<file path="src/rtl/shield_pkg.sv">
package shield_pkg;

   typedef enum logic [2:0] {
      SH_IDLE,
      SH_REQ,
      SH_LAUNCH,
      SH_SETTLE,
      SH_CMP
   } sh_state_e;

   localparam int unsigned REG_CTRL = 0;
   localparam int unsigned REG_DIV  = 1;
   localparam int unsigned REG_STAT = 2;
   localparam int unsigned KEY_BASE = 16;
   localparam int unsigned IV_BASE  = 32;

endpackage

</file>
<file path="src/rtl/shield_tick_gen.sv">
module shield_tick_gen #(
   parameter int DW = 8
) (
   input  logic          clk,
   input  logic          rst_n,
   input  logic          restart,
   input  logic [DW-1:0] div,
   output logic          tick
);

   logic [DW-1:0] cnt_q;

   assign tick = (cnt_q == div);

   always_ff @(posedge clk or negedge rst_n) begin
      if (!rst_n)
         cnt_q <= '0;
      else if (restart || tick)
         cnt_q <= '0;
      else
         cnt_q <= cnt_q + 1'b1;
   end

endmodule

</file>
<file path="src/rtl/shield_tx_bank.sv">
module shield_tx_bank #(
   parameter  int LINES = 640,
   parameter  int PKT_W = 128,
   localparam int NPKT  = LINES / PKT_W
) (
   input  logic             clk,
   input  logic             rst_n,
   input  logic [NPKT-1:0]  en,
   input  logic [PKT_W-1:0] word,
   output logic [LINES-1:0] lines
);

   for (genvar g = 0; g < NPKT; g++) begin : g_pkt
      logic [PKT_W-1:0] bank_q;

      always_ff @(posedge clk or negedge rst_n) begin
         if (!rst_n)
            bank_q <= '0;
         else if (en[g])
            bank_q <= word;
      end

      assign lines[g*PKT_W +: PKT_W] = bank_q;
   end

endmodule

</file>
<file path="src/rtl/shield_rx_check.sv">
module shield_rx_check #(
   parameter  int LINES = 640,
   parameter  int PKT_W = 128,
   parameter  int IW    = 3,
   localparam int NPKT  = LINES / PKT_W
) (
   input  logic [LINES-1:0] rx_lines,
   input  logic [IW-1:0]    idx,
   input  logic [PKT_W-1:0] word,
   output logic             mismatch
);

   logic [PKT_W-1:0] pick;

   if (NPKT == 1) begin : g_single
      assign pick = rx_lines[PKT_W-1:0];
   end else begin : g_mux
      always_comb begin
         pick = '0;
         for (int p = 0; p < NPKT; p++)
            if (idx == IW'(p))
               pick = rx_lines[p*PKT_W +: PKT_W];
      end
   end

   assign mismatch = (pick != word);

endmodule

</file>
<file path="src/rtl/shield_ctrl.sv">
module shield_ctrl
   import shield_pkg::*;
#(
   parameter  int LINES      = 640,
   parameter  int PKT_W      = 128,
   parameter  int KEY_W      = 128,
   parameter  int SETTLE_CYC = 3,
   parameter  int DIV_W      = 8,
   parameter  int AW         = 6,
   localparam int NPKT       = LINES / PKT_W,
   localparam int IW         = (NPKT > 1) ? $clog2(NPKT) : 1,
   localparam int KEY_BYTES  = KEY_W / 8,
   localparam int SW         = $clog2(SETTLE_CYC + 1)
) (
   input  logic             clk,
   input  logic             rst_n,
   input  logic [AW-1:0]    addr,
   input  logic             wr,
   input  logic [7:0]       wdata,
   output logic [7:0]       rdata,
   output logic [KEY_W-1:0] key_out,
   output logic [KEY_W-1:0] iv_out,
   output logic             ks_req,
   input  logic             ks_valid,
   input  logic [PKT_W-1:0] ks_word,
   output logic [LINES-1:0] tx_lines,
   input  logic [LINES-1:0] rx_lines,
   output logic             alarm
);

   if (LINES % PKT_W != 0) begin : g_bad_lines
      $error("LINES must be a multiple of PKT_W");
   end
   if (NPKT > 8) begin : g_bad_npkt
      $error("status register holds at most 8 packets");
   end
   if ((KEY_W % 8 != 0) || (KEY_BYTES > 16)) begin : g_bad_key
      $error("KEY_W must be whole bytes, at most 16");
   end
   if (SETTLE_CYC < 1) begin : g_bad_settle
      $error("SETTLE_CYC must be at least 1");
   end
   if (DIV_W > 8) begin : g_bad_div
      $error("DIV_W must fit the 8-bit data bus");
   end
   if (AW < 6) begin : g_bad_aw
      $error("AW must cover the IV byte window");
   end

   logic             en_q;
   logic [DIV_W-1:0] div_q;
   logic [NPKT-1:0]  status_q;
   logic [KEY_W-1:0] key_q;
   logic [KEY_W-1:0] iv_q;
   sh_state_e        state_q, state_d;
   logic [IW-1:0]    idx_q;
   logic [PKT_W-1:0] word_q;
   logic [SW-1:0]    settle_q;
   logic             tick;
   logic             mismatch;
   logic [NPKT-1:0]  idx_hot;
   logic [NPKT-1:0]  tx_en;
   logic [NPKT-1:0]  set_vec;
   logic [NPKT-1:0]  clr_vec;
   logic             wr_ctrl, wr_div, wr_stat;

   assign wr_ctrl = wr && (addr == AW'(REG_CTRL));
   assign wr_div  = wr && (addr == AW'(REG_DIV));
   assign wr_stat = wr && (addr == AW'(REG_STAT));

   // configuration registers
   always_ff @(posedge clk or negedge rst_n) begin
      if (!rst_n) begin
         en_q  <= 1'b0;
         div_q <= '0;
         key_q <= '0;
         iv_q  <= '0;
      end else begin
         if (wr_ctrl) en_q  <= wdata[0];
         if (wr_div)  div_q <= wdata[DIV_W-1:0];
         for (int i = 0; i < KEY_BYTES; i++) begin
            if (wr && (addr == AW'(KEY_BASE + i))) key_q[8*i +: 8] <= wdata;
            if (wr && (addr == AW'(IV_BASE + i)))  iv_q[8*i +: 8]  <= wdata;
         end
      end
   end

   assign key_out = key_q;
   assign iv_out  = iv_q;

   always_comb begin
      rdata = '0;
      if (addr == AW'(REG_CTRL))
         rdata = {7'b0, en_q};
      else if (addr == AW'(REG_DIV))
         rdata = 8'(div_q);
      else if (addr == AW'(REG_STAT))
         rdata = 8'(status_q);
      for (int i = 0; i < KEY_BYTES; i++)
         if (addr == AW'(IV_BASE + i))
            rdata = iv_q[8*i +: 8];
   end

   shield_tick_gen #(.DW(DIV_W)) i_tick (
      .clk     (clk),
      .rst_n   (rst_n),
      .restart (wr_div),
      .div     (div_q),
      .tick    (tick)
   );

   // exchange sequencer
   always_comb begin
      state_d = state_q;
      case (state_q)
         SH_IDLE:   if (en_q && tick) state_d = SH_REQ;
         SH_REQ:    if (ks_valid)     state_d = SH_LAUNCH;
         SH_LAUNCH:                   state_d = SH_SETTLE;
         SH_SETTLE: if (settle_q == SW'(SETTLE_CYC - 1)) state_d = SH_CMP;
         SH_CMP:                      state_d = SH_IDLE;
         default:                     state_d = SH_IDLE;
      endcase
   end

   always_ff @(posedge clk or negedge rst_n) begin
      if (!rst_n) begin
         state_q  <= SH_IDLE;
         idx_q    <= '0;
         word_q   <= '0;
         settle_q <= '0;
      end else begin
         state_q <= state_d;
         if (state_q == SH_REQ && ks_valid)
            word_q <= ks_word;
         if (state_q == SH_LAUNCH)
            settle_q <= '0;
         else if (state_q == SH_SETTLE)
            settle_q <= settle_q + 1'b1;
         if (state_q == SH_CMP) begin
            if (idx_q == IW'(NPKT - 1))
               idx_q <= '0;
            else
               idx_q <= idx_q + 1'b1;
         end
      end
   end

   assign ks_req = (state_q == SH_REQ);

   always_comb begin
      idx_hot = '0;
      for (int p = 0; p < NPKT; p++)
         if (idx_q == IW'(p)) idx_hot[p] = 1'b1;
   end

   assign tx_en = (state_q == SH_LAUNCH) ? idx_hot : '0;

   shield_tx_bank #(.LINES(LINES), .PKT_W(PKT_W)) i_tx (
      .clk   (clk),
      .rst_n (rst_n),
      .en    (tx_en),
      .word  (word_q),
      .lines (tx_lines)
   );

   shield_rx_check #(.LINES(LINES), .PKT_W(PKT_W), .IW(IW)) i_rx (
      .rx_lines (rx_lines),
      .idx      (idx_q),
      .word     (word_q),
      .mismatch (mismatch)
   );

   // sticky status, a new mismatch outranks a same-edge clear
   assign set_vec = (state_q == SH_CMP && mismatch) ? idx_hot : '0;
   assign clr_vec = wr_stat ? wdata[NPKT-1:0] : '0;

   always_ff @(posedge clk or negedge rst_n) begin
      if (!rst_n)
         status_q <= '0;
      else
         status_q <= (status_q & ~clr_vec) | set_vec;
   end

   assign alarm = |status_q;

endmodule

</file>
<file path="config.mk">
export PLATFORM = sky130hd
export DESIGN_NAME = shield_ctrl
export DESIGN_NICKNAME = d
export VERILOG_FILES = /design/src/rtl/shield_pkg.sv /design/src/rtl/shield_tick_gen.sv /design/src/rtl/shield_tx_bank.sv /design/src/rtl/shield_rx_check.sv /design/src/rtl/shield_ctrl.sv
export SDC_FILE = /design/constraint.sdc
export NUM_CORES = 2
export LEC_CHECK = 0
export BUFFER_PORTS_ARGS = -buffer_cell sky130_fd_sc_hd__buf_2
export CAP_MARGIN = 20
export CORE_AREA = 3 3 657 659
export DETAILED_ROUTE_END_ITERATION = 10
export DIE_AREA = 0 0 660 662
export SYNTH_ARGS = -nofsm -noshare
export SYNTH_HDL_FRONTEND = slang
export SYNTH_SLANG_ARGS = --single-unit
</file>
<file path="constraint.sdc">
create_clock -name clk -period 3.3 [get_ports clk]
set_clock_uncertainty 0.2 [all_clocks]
set_input_delay 0.33 -clock clk [delete_from_list [all_inputs] [get_ports clk]]
set_output_delay 0.33 -clock clk [all_outputs]
set_load 0.02 [all_outputs]
</file>
After elaboration in Yosys (flattened, before gate mapping)
Cells that the tools add are included.
- bits in read-only memories: 0
- latch bits: 0
- memory bits (writable): 0
- input bits: 786
- flip-flop bits (word level): 1054
- memories: 0
- $mul: 0
- reductions and logical operators: 45
- muxes and demuxes: 40
- shifts and indexed selects: 0
- bitwise operators: 3
- magnitude comparators: 0
- add/sub/neg operators: 3
- div/mod/pow operators: 0
- equality and inequality tests: 48
- operators by type and width (operator ; number):
    2-to-1 mux 128 bit ; 5
    2-to-1 mux 8 bit ; 19
    != test 128 bit ; 1
    == test 6 x 5 -> 1 bit, second input constant ; 16
    == test 6 bit, second input constant ; 16
    logical AND 1 bit ; 38
    2-to-1 mux 5 bit ; 4
    == test 3 x 2 -> 1 bit, second input constant ; 4
    2-to-1 mux 3 bit ; 4
    one-hot mux 3 bit (4 select lines) ; 1
    adder 8 x 1 -> 8 bit, second input constant ; 1
    == test 8 bit ; 1
    == test 3 x 1 -> 1 bit, second input constant ; 2
    == test 3 bit, second input constant ; 2
    == test 6 x 1 -> 1 bit, second input constant ; 1
    == test 6 x 2 -> 1 bit, second input constant ; 1
    logical NOT 3 bit ; 2
    logical NOT 6 bit ; 1
    AND 5 bit ; 1
    2-to-1 mux 1 bit ; 5
    inverter 5 bit ; 1
    bitwise OR 5 bit ; 1
    OR reduction 5 bit ; 1
    2-to-1 mux 2 bit ; 2
    8 further kinds ; 9

Longest topological paths before layout
- depth after elaboration: 20
- depth in mapped cells: 16
- gate-level depth less buffers: 11

Modules after synthesis
From an unflattened synthesis, not the netlist that was laid out.
- cell total of the unflattened synthesis: 3644
- area total of the unflattened synthesis: 49762.7 um2
- by module, submodules not included (module ; times used ; area each (um2) ; sequential area each (um2) ; cells each):
    shield_tx_bank ; 1 ; 24110.6 ; 16015.4 ; 1350
    shield_ctrl ; 1 ; 17055.1 ; 10159.7 ; 1211
    shield_rx_check ; 1 ; 8075.2 ; 0.0 ; 1037
    shield_tick_gen ; 1 ; 521.8 ; 200.2 ; 46

Least setup slack after synthesis
Ideal clock, no wire load.
- path kind: register -> register
- start point: register idx_q[2]
- end point: register status_q[1]
- cell stages (with the launch flop): 16
- path slack: -0.216 ns
- setup time: 0.136 ns
- arrival: 3.180 ns
- buffers on the path: 4
- clock period less this slack: 3.516 ns
- cell sequence: dfrtp_1 -> buf_2 -> inv_2 -> ha_1 -> clkbuf_1 -> or3b_1 -> clkbuf_1 -> clkbuf_1 -> o22ai_1 -> a211oi_1 -> xnor2_1 -> nand4_1 -> nor4_1 -> nand4_1 -> nor4_4 -> o41ai_1
- longest elaborated chain between the ends: 10
- ends and longest elaborated chain (what ; RTL line ; RTL):
    start: declaration ; shield_ctrl.sv:56 ; logic [IW-1:0] idx_q;
    start signal: assignment ; shield_ctrl.sv:143 ; idx_q <= idx_q + 1'b1;
    logical NOT 3 bit ; shield_rx_check.sv:21 ; if (idx == IW'(p))
    2-to-1 mux 128 bit (5 in series) ; shield_rx_check.sv:21 ;
    != test 128 bit ; shield_rx_check.sv:26 ; assign mismatch = (pick != word);
    logical AND 1 bit ; shield_ctrl.sv:174 ; assign set_vec = (state_q == SH_CMP && mismatch) ? idx_hot : '0;
    2-to-1 mux 5 bit (*) ; shield_ctrl.sv:174 ;
    bitwise OR 5 bit (*) ; shield_ctrl.sv:181 ; status_q <= (status_q & ~clr_vec) | set_vec;
    end signal: assignment ; shield_ctrl.sv:181 ;
    end: declaration ; shield_ctrl.sv:52 ; logic [NPKT-1:0] status_q;
Every way passes the cells marked *; elsewhere a longest branch is shown, timed or not.
A chain may end at the register's enable or synchronous reset.

Final worst setup path
- start point: register idx_q[1]
- end point: register status_q[0]
- longest elaborated chain between the ends: 10
- ends and longest elaborated chain (what ; RTL line):
    logical NOT 3 bit ; shield_rx_check.sv:21, shield_ctrl.sv:153
    2-to-1 mux 128 bit (5 in series) ; shield_rx_check.sv:21
    != test 128 bit ; shield_rx_check.sv:26
    logical AND 1 bit ; shield_ctrl.sv:174
    2-to-1 mux 5 bit (*) ; shield_ctrl.sv:174
    bitwise OR 5 bit (*) ; shield_ctrl.sv:181
Marks and branches as above.

==> key figures <==
STA
  • Setup TNS: -6240 ps
  • Setup ws final: -1250 ps
  • Fin. max-slew vios: 0
  • Peak Freq: about 0.22 GHz
  • Actual transition at the worst max-transition pin: 1120 ps
  • Slew headroom: between 20 and 30%
  • Setup Viol. Count Final: 5
  • Tmin final: 4550 ps
  • Final worst-path cycle share: 138%
  • RSZ-0062 raised after global routing: true
  • Final hold violations: 0

Global route
  • Largest net degree at the start of global routing: roughly 140
  • Total track usage: around 17%
  • Vias in the first global route: around 42000
  • First-pass GRT wire length: approximately 490000 µm
  • Grt ovf: 0
  • Initial antenna violation count: roughly 230

Route
  • Top Metal Used: met5
  • Vias: roughly 43000
  • Routed WL: 398000 µm
  • DRT Pass-1 Iters: 6
  • Routed Antenna Nets: 0
  • Routed length per placed instance: 34.2 µm
  • Vias/cell: between 3 and 4
  • Routed wl met2: ~200000 µm
  • DRT iter0 DRCs: approximately 3200
  • DRC violations left: 0
  • DRT met1 WL: between 100000 and 150000 µm
  • Met3 routed WL: about 34000 µm

Logic synthesis
  • Synth area leaders: dfrtp_1 57%, mux2_2 25%, xnor2_1 1.7%
  • Adder-cell share of the synthesized area: less than 1%
  • EDFF count, synth: 0
  • Simple-gate share of the synthesized area: slightly below 5%
  • Mapped Cells: about 3500
  • Synth cell count leaders: 1054 x dfrtp_1, 1038 x mux2_2, 200 x clkbuf_1
  • Sequential element share of the synthesized area: about 57%
  • Mapped cell area: roughly 46000 µm²
  • Post-synthesis mux area share: about a quarter
  • Yosys reg bits: approximately 1100
  • Synth Area in XOR/XNOR: 2.59%
  • Post-synth cell types: 57
  • Top-area cell type share of the netlist area: a little under three fifths
  • Post-synth net total: 4264
  • Post-synth ARST share: 100%
  • Largest family of logic cells by synthesized area: multiplexers
  • Yosys warnings: 0
  • Top FF cell, synth: dfrtp_1
  • Synth Area in Compound Gates: 7.19%
  • Syn Area/Cell: approximately 13 µm²
  • Most common cell in the netlist: dfrtp_1
  • Post-synth top area cell: dfrtp_1

Clock tree
  • Clk Latency, worst-skew pair: 860 ps
  • # clock sinks: ~1100
  • H-tree Lvls: 4
  • CTS clk-pin slew, worst paths: about 50 ps
  • Root buffer cell: clkbuf_16
  • Inserted Clock Buffers: 135
  • Clock buffer depth: 4
  • TritonCTS clock tree: yes

Worst setup path
  • CP Class: register to register
  • Type of element capturing the critical path: register
  • Startpoint class of the critical path: register
  • Crit-path max FO: 13
  • Arr. time, crit path: roughly 5100 ps
  • Reg2Reg Depth: 16
  • FF-to-FF setup slack: -1250 ps
  • Critical Path RT: between 3000 and 4000 ps

Flow run
  • Number of max-cap violations: 0

Die
  • Core Region: 427000 µm²
  • # rows: 240
  • Initial core utilization: 10.9%
  • Die height: roughly 660 µm
  • Die W: about 660 µm
  • I/O Pins: 1692
  • Die footprint: approximately 440000 µm²

Placement
  • Placer Congestion: slightly below 1
  • Placed inst area: ~65000 µm²
  • Post-DP HPWL: approximately 340000 µm
  • PortBufs: ~1700

Power
  • Clk network pwr share: about a fifth
  • Reg power frac: 31.8%
  • Combinational group share of total power: 47.2%
  • Switching Fraction: between 40% and 50%
  • Leak: 0.0342 µW
  • NetSw: roughly 34000 µW
  • Max VDD drop: ~0.00055 V
  • Total internal power: roughly 40000 µW
  • PD cells: just over 1000 nW/µm²

Min path
  • Hold Path Class: primary input to register
  • Hold depth: 3

Final layout
  • Post-layout nets: 6427
  • Area grow syn2layout: 56.7%
  • Final instance area: roughly 73000 µm²
  • Post-layout util: between 10% and 20%
  • Share of layout cells above drive strength 1: 60.5%

Outcome
  • Outcome: finished with violations
  • Failing checks: setup timing
[cell usage in the layout, fill, tap and decap left out, types with 27 or more instances in the layout]
cell type      instances
buf_2               1686
mux2_2              1038
dfrtp_1             1029
buf_4                312
diode_2              211
dlygate4sd3_1        183
nor2_1               144
clkbuf_16            138
nand2_1              122
xnor2_1               86
o22ai_1               71
buf_12                68
a22oi_1               65
a211oi_1              56
a21oi_1               53
o21ai_0               50
xor2_1                45
o221ai_1              42
nand3_1               34
nand3b_1              30
clkbuf_1              29
nand4_1               27
[critical path, stage by stage, from the launching register on]
cell	delay, ps
dfrtp_1	390
buf_4	140
ha_2	180
nor2b_4	140
buf_4	140
or3_4	420
buf_12	190
buf_12	170
a221oi_1	460
nor2_1	170
xor2_1	230
nor4_4	360
buf_4	210
nand4_1	230
nor4_4	450
buf_6	200
o31ai_4	70
[per-layer routing]
metal  up-vias  track usage (%)
li1      17300                -
met1     22100             18.6
met2      2450             31.2
met3       783             5.54
met4       104             8.32
met5         -                0
[layout make-up]
class / count / area (µm²)
sequential: 1054 / 26400
fill: 47400 / 354000
multi-input combinational: 2163 / 19700
timing repair buffer: 2267 / 14200
inverter: 13 / 56.3
tap: 5687 / 7120
clock inverter: 45 / 717
clock buffer: 190 / 3870
antenna: 211 / 528
[cell families (layout without fill, tap and decap cells)]
family | Yosys count | in the layout
compound gates | 475 | 475
xor+xnor | 137 | 137
fa+ha+maj | 7 | 7
buf+inv | 254 | 2515
flops | 1054 | 1054
mux | 1066 | 1066
other cells | 0 | 211
simple gates | 478 | 478
[path summary, 6_finish.rpt]
path / from / end
min reg2reg: settle_q[1] / settle_q[1]
min in group asynchronous: rst_n / word_q[24]
max reg2reg: idx_q[1] / status_q[0]
min: ks_word[92] / word_q[92]
max: idx_q[1] / status_q[0]
max in group asynchronous: rst_n / word_q[27]
[power groups by stage]
stage	Combinational, µW	Sequential, µW	Clock [µW]
after floorplan	11500	24800	0
after global placement	34800	24200	0
after detailed placement	34900	24300	0
after CTS	35500	24100	16200
after global routing	37000	24400	16700
final	35200	23700	15700
[sequential cells by signal (all words and copies together) (netlist names)]
register           cells
word_q               128
state_q                3
i_tick.cnt_q           8
iv_out               128
key_out              128
idx_q                  3
i_tx.g_pkt.bank_q    640
status_q               5
div_q                  8
settle_q               2
en_q                   1
[what timing repair did]
item | in CTS | in global routing
endpoints found under the hold margin | 1183 | 0
endpoints found under the setup margin | 10 | 119
pin swaps | 23 | 22
hold buffers | 184 | 0
resized for setup | 55 | 56
buffers inserted | 6 | 11
[through the flow]
step | worst slack, ps | cells | power (µW) | hold WS (ps)
after global routing | -1340 | 11600 | 78100 | 20.3
after detailed placement | -1990 | 11000 | 59200 | 99.5
after floorplan | -17.7 | 3471 | 36300 | -166
after CTS | -1430 | 11400 | 75900 | 1.03
final | -1250 | 11600 | 74600 | 79.3
after global placement | -1960 | 11000 | 59000 | 99.6
(Power assumes the default switching activity.)
